### config.mk
export PLATFORM = sky130hd
export DESIGN_NAME = pwr_table_spi
export DESIGN_NICKNAME = d
export VERILOG_FILES = /design/src/rtl/pt_pkg.sv /design/src/rtl/pt_seq.sv /design/src/rtl/pt_index.sv /design/src/rtl/pt_store.sv /design/src/rtl/pwr_table_spi.sv
export SDC_FILE = /design/constraint.sdc
export NUM_CORES = 1
export LEC_CHECK = 0
export BUFFER_PORTS_ARGS = -buffer_cell sky130_fd_sc_hd__buf_2
export CAP_MARGIN = 10
export CORE_MARGIN = 5
export CORE_UTILIZATION = 60
export DETAILED_ROUTE_END_ITERATION = 16
export PLACE_DENSITY = 0.8
export SKIP_CTS_REPAIR_TIMING = 1
export SLEW_MARGIN = 5
export SYNTH_ARGS = -nofsm -noshare
export SYNTH_HDL_FRONTEND = slang
export SYNTH_HIERARCHICAL = 1
export SYNTH_SLANG_ARGS = --single-unit
### constraint.sdc
create_clock -name clk -period 2.3 [get_ports clk]
set_input_delay 0.46 -clock clk [delete_from_list [all_inputs] [get_ports clk]]
set_output_delay 0.46 -clock clk [all_outputs]
set_load 0.02 [all_outputs]
### src/rtl/pt_pkg.sv
// Shared types for the power setting table.
// Assumes the header is at least 8 bits wide.
package pt_pkg;
    localparam int HDR_RD_BIT    = 7;
    localparam int HDR_BURST_BIT = 6;

    typedef enum logic [1:0] {
        PH_HDR  = 2'd0,
        PH_DATA = 2'd1,
        PH_HOLD = 2'd2
    } phase_t;

    typedef struct packed {
        logic rd;
        logic burst;
    } hdr_t;
endpackage

### src/rtl/pt_seq.sv
// Transfer sequencer: decodes the header byte and decides which strobed bytes
// access the table. Assumes byte_vld is a one-cycle strobe per byte.
module pt_seq #(
    parameter int DATA_W = 8
) (
    input  logic              clk,
    input  logic              rst_n,
    input  logic              cs_n,
    input  logic              byte_vld,
    input  logic [DATA_W-1:0] wr_byte,
    output logic              acc,
    output logic              wr_en,
    output logic              rd_en
);
    import pt_pkg::*;

    phase_t phase_q;
    hdr_t   hdr_q;

    // Track the transfer phase and capture the header fields.
    always_ff @(posedge clk) begin
        if (!rst_n) begin
            phase_q <= PH_HDR;
            hdr_q   <= '0;
        end else if (cs_n) begin
            phase_q <= PH_HDR;
        end else if (byte_vld) begin
            case (phase_q)
                PH_HDR: begin
                    hdr_q.rd    <= wr_byte[HDR_RD_BIT];
                    hdr_q.burst <= wr_byte[HDR_BURST_BIT];
                    phase_q     <= PH_DATA;
                end
                PH_DATA: if (!hdr_q.burst) phase_q <= PH_HOLD;
                default: phase_q <= PH_HOLD;
            endcase
        end
    end

    // A data byte accesses the table only while selected and in the data phase.
    always_comb begin
        acc   = !cs_n && byte_vld && (phase_q == PH_DATA);
        wr_en = acc && !hdr_q.rd;
        rd_en = acc && hdr_q.rd;
    end
endmodule

### src/rtl/pt_index.sv
// Shared access index: held at zero while deselected, advances after each
// access and wraps at the last entry. Works for any entry count.
module pt_index #(
    parameter int ENTRY_COUNT = 8,
    localparam int IDX_W = $clog2(ENTRY_COUNT)
) (
    input  logic             clk,
    input  logic             rst_n,
    input  logic             cs_n,
    input  logic             step,
    output logic [IDX_W-1:0] idx
);
    localparam logic [IDX_W-1:0] LAST = IDX_W'(ENTRY_COUNT - 1);

    logic [IDX_W-1:0] idx_q;

    // Home on deselect, otherwise step with wrap.
    always_ff @(posedge clk) begin
        if (!rst_n || cs_n)   idx_q <= '0;
        else if (step)        idx_q <= (idx_q == LAST) ? '0 : idx_q + 1'b1;
    end

    assign idx = idx_q;
endmodule

### src/rtl/pt_store.sv
// Register table with one write port, one read port and one selector port.
// Sleep wipes all entries and has priority over a write.
module pt_store #(
    parameter int ENTRY_COUNT = 8,
    parameter int DATA_W = 8,
    localparam int IDX_W = $clog2(ENTRY_COUNT)
) (
    input  logic              clk,
    input  logic              rst_n,
    input  logic              wipe,
    input  logic              wr_en,
    input  logic [IDX_W-1:0]  idx,
    input  logic [DATA_W-1:0] wr_data,
    input  logic [IDX_W-1:0]  sel,
    output logic [DATA_W-1:0] rd_data,
    output logic [DATA_W-1:0] sel_data
);
    logic [DATA_W-1:0] ent [ENTRY_COUNT];

    for (genvar g = 0; g < ENTRY_COUNT; g++) begin : g_ent
        // Each entry clears on reset or sleep and loads on an addressed write.
        always_ff @(posedge clk) begin
            if (!rst_n || wipe)                         ent[g] <= '0;
            else if (wr_en && idx == IDX_W'(g))         ent[g] <= wr_data;
        end
    end

    // Read and selector ports; out-of-range indices read as zero.
    always_comb begin
        rd_data  = '0;
        sel_data = '0;
        for (int i = 0; i < ENTRY_COUNT; i++) begin
            if (idx == IDX_W'(i)) rd_data  = ent[i];
            if (sel == IDX_W'(i)) sel_data = ent[i];
        end
    end
endmodule

### src/rtl/pwr_table_spi.sv
// Top of the power setting table: sequencer, index and storage.
// Assumes a byte-level front end that delivers one strobe per byte.
module pwr_table_spi #(
    parameter int ENTRY_COUNT = 8,
    parameter int DATA_W = 8,
    localparam int IDX_W = $clog2(ENTRY_COUNT)
) (
    input  logic              clk,
    input  logic              rst_n,
    input  logic              cs_n,
    input  logic              byte_vld,
    input  logic [DATA_W-1:0] wr_byte,
    output logic [DATA_W-1:0] rd_byte,
    input  logic              sleep,
    input  logic [IDX_W-1:0]  pwr_sel,
    output logic [DATA_W-1:0] amp_ctrl
);
    logic             acc, wr_en, rd_en;
    logic [IDX_W-1:0] idx;
    logic [DATA_W-1:0] rd_data;

    pt_seq #(.DATA_W(DATA_W)) u_seq (
        .clk(clk), .rst_n(rst_n), .cs_n(cs_n), .byte_vld(byte_vld),
        .wr_byte(wr_byte), .acc(acc), .wr_en(wr_en), .rd_en(rd_en)
    );

    pt_index #(.ENTRY_COUNT(ENTRY_COUNT)) u_idx (
        .clk(clk), .rst_n(rst_n), .cs_n(cs_n), .step(acc), .idx(idx)
    );

    pt_store #(.ENTRY_COUNT(ENTRY_COUNT), .DATA_W(DATA_W)) u_store (
        .clk(clk), .rst_n(rst_n), .wipe(sleep), .wr_en(wr_en), .idx(idx),
        .wr_data(wr_byte), .sel(pwr_sel), .rd_data(rd_data), .sel_data(amp_ctrl)
    );

    // Drive read data only during a read access.
    always_comb rd_byte = rd_en ? rd_data : '0;
endmodule

==> summary.md <==
| Metric | Value |
|---|---|
| Arrival @ worst endpoint | `1930 ps` |
| Hold slack | `432 ps` |
| WL/cell | `21.6 microns` |
| Max Cap Viol | `0` |
| # DRC | `0` |
| Minimum clock period | `2390 ps` |
| FMAX | `0.418 GHz` |
| Root Driver | `clkbuf_8` |
| Most used DFF post-synth | `edfxtp_1` |
| Die height | `92.2 microns` |
| Final wirelength | `10200 microns` |
| Final #Nets | `408` |
| Synth area leaders | `edfxtp_1 47%, and2_1 11%, mux2i_1 5.7%` |
| Clock slew at reported path FFs | `70 ps` |
| Setup crit end kind | `primary output` |
| RSZ-0062 raised after global routing | `true` |
| Final setup margin | `-93.0 ps` |
| Max Slew Vio Count | `0` |
| Slew @ Worst Pin | `530 ps` |
| Gpl congestion | `0.911` |
| Clk sink count | `71` |
| Vias in the first global route | `2950` |
| Worst Path Required | `1840 ps` |
| Yosys warns | `6` |
| Footprint of the multi-input gates | `0.00195 sq mm` |
| Pleak | `1.85 nW` |
| Register area | `0.00207 sq mm` |
| Clock Skew | `5.03 ps` |
| Final Power | `2.67 mW` |
| Sequential area share after synthesis | `50.8%` |
| First-pass GRT wire length | `15400 microns` |
| Distinct cells, synth | `40` |
| Synth cell count leaders | `73 x and2_1, 64 x edfxtp_1, 23 x mux2i_1, 18 x nand2_1, 18 x o21ai_0` |
| Fin crit share | `104%` |
| Clk buf depth | `2` |
| # IOs | `32` |
| Synth area leader | `edfxtp_1` |
| Initial antenna violation count | `0` |
| Violated checks | `negative setup slack` |
| Top-count cell post-synth | `and2_1` |
| CP Max Fanout | `5` |
| 1st-iter DRT viols | `231` |
| Post-synth EDFFs | `64` |
| Power density cells | `556 mW/mm^2` |
| Pin count of the biggest net entering global routing | `32` |
| Final hold violations | `0` |
| Async SR Flop Fraction | `0%` |
| Fillers | `472` |
| Port Buffer Count | `31` |
| Antenna Nets Post-Route | `0` |
| Via/cell ratio | `6.30` |
| Area grow syn2layout | `18.3%` |
| Skew-Pair Late Insertion Delay | `340 ps` |
| Syn avg cell area | `12.1 sq um` |
| H-tree depth | `3` |
| Via count | `2991` |
| CTS Buf Count | `9` |
| Crit Path Category | `reg -> out` |
| CP Launch Type | `flop` |
| Rel. slew slack | `64.5%` |
| Syn_nets | `354` |
| Status | `finished with violations` |
| Row count | `30` |
| GRT overflow | `0` |
| Final HPWL DP | `7170 microns` |
| Share of cells above drive strength 1 | `29.1%` |
| Worst min-delay path category | `in -> reg` |
| Initial Util | `60.7%` |
| Total GRT Usage | `24.3%` |
| Synth Instances | `336` |
| Die width | `92.2 microns` |
| DRT Pass-1 Iters | `5` |
| Synth top area share | `47.4%` |
| #FFs+latches synth | `71` |
| Peak supply drop | `537 uV` |
| Final setup fails | `7` |
| Core Box Area | `0.00668 sq mm` |
| Number of diodes | `0` |
| Mapped Area | `0.00406 sq mm` |
| Die area | `0.00851 sq mm` |
| TritonCTS clock tree | `done` |
## through the flow
stage | util [%] | area (sq um) | instances | TNS (ps) | worst slack, ps
finish | 71.9 | 4800 | 475 | -453 | -93.0
global route | 71.9 | 4800 | 475 | -978 | -142
CTS | 69.2 | 4620 | 472 | -1020 | -209
detailed placement | 66.3 | 4430 | 456 | 0 | 62.7
global placement | 66.3 | 4430 | 456 | 0 | 113
floorplan | - | 4060 | 336 | 0 | 160
## flip-flops by register name, indices dropped and copies added, names as in the netlist
register,count
u_store/ent,64
u_idx/idx,3
u_seq/hdr_q,2
u_seq/phase_q,2
## where the power goes
part           switching, mW  leakage, nW  internal, mW  total [mW]
sequential            0.0387        0.771          1.45        1.49
clock                  0.421       0.0970         0.512       0.933
combinational          0.139        0.979         0.108       0.247
total                  0.599         1.85          2.07        2.67
## metal layers
metal	vias up	GRT usage, %	wire [microns]
li1	1367	-	-
met1	1445	29.9	4040
met2	144	40.1	5190
met3	35	4.18	580
met4	0	14.1	424
met5	-	0	0
## cell type report
cell class | count | area share (%)
clock buffers | 16 | 3.96
inverters | 2 | 0.156
flip-flops and latches | 71 | 43.0
well taps | 80 | 2.08
repair buffers | 60 | 10.2
multi-input cells | 246 | 40.5
## critical path, cell delays in order, from the launching register on
cell	delay (ps)
dfxtp_4	380
clkbuf_16	160
mux4_2	490
mux2_4	280
and2_4	160
buf_6	120
## placed cells by master (no fill, tap or decap), types with 8 or more instances in the layout
cell / synthesis / final
mux2_2: 11 / 8
buf_4: 0 / 24
clkbuf_8: 0 / 13
nand2b_1: 10 / 10
buf_2: 10 / 23
nor2_1: 15 / 14
edfxtp_1: 64 / 64
and2_1: 73 / 68
mux2i_1: 23 / 20
nand2_1: 18 / 18
o21ai_0: 18 / 18
## final timing paths
kind / startpoint / end / slack [ps] / cells after the start
setup / recovery: u_idx/idx[0] / rd_byte[0] / -90 / 5
hold / removal: rst_n / u_seq/hdr_q[1] / 430 / 3
setup reg to reg: u_seq/phase_q[0] / u_store/ent[1][2] / 390 / 6
hold reg to reg: u_seq/hdr_q[1] / u_seq/hdr_q[1] / 480 / 2
## cell families (layout without fill, tap and decap cells)
group                    Yosys count  in the layout  share of synthesized area, %
AO/OA/AOI/OAI                     57             57                          9.44
adder cells (fa/ha/maj)            2              2                         0.617
buffers and inverters             19             78                          2.71
flip-flops                        71             71                          50.8
multiplexers                      46             46                          16.1
AND/OR/NAND/NOR                  141            141                          20.3
No activity file was read; power rests on OpenSTA's default activity.
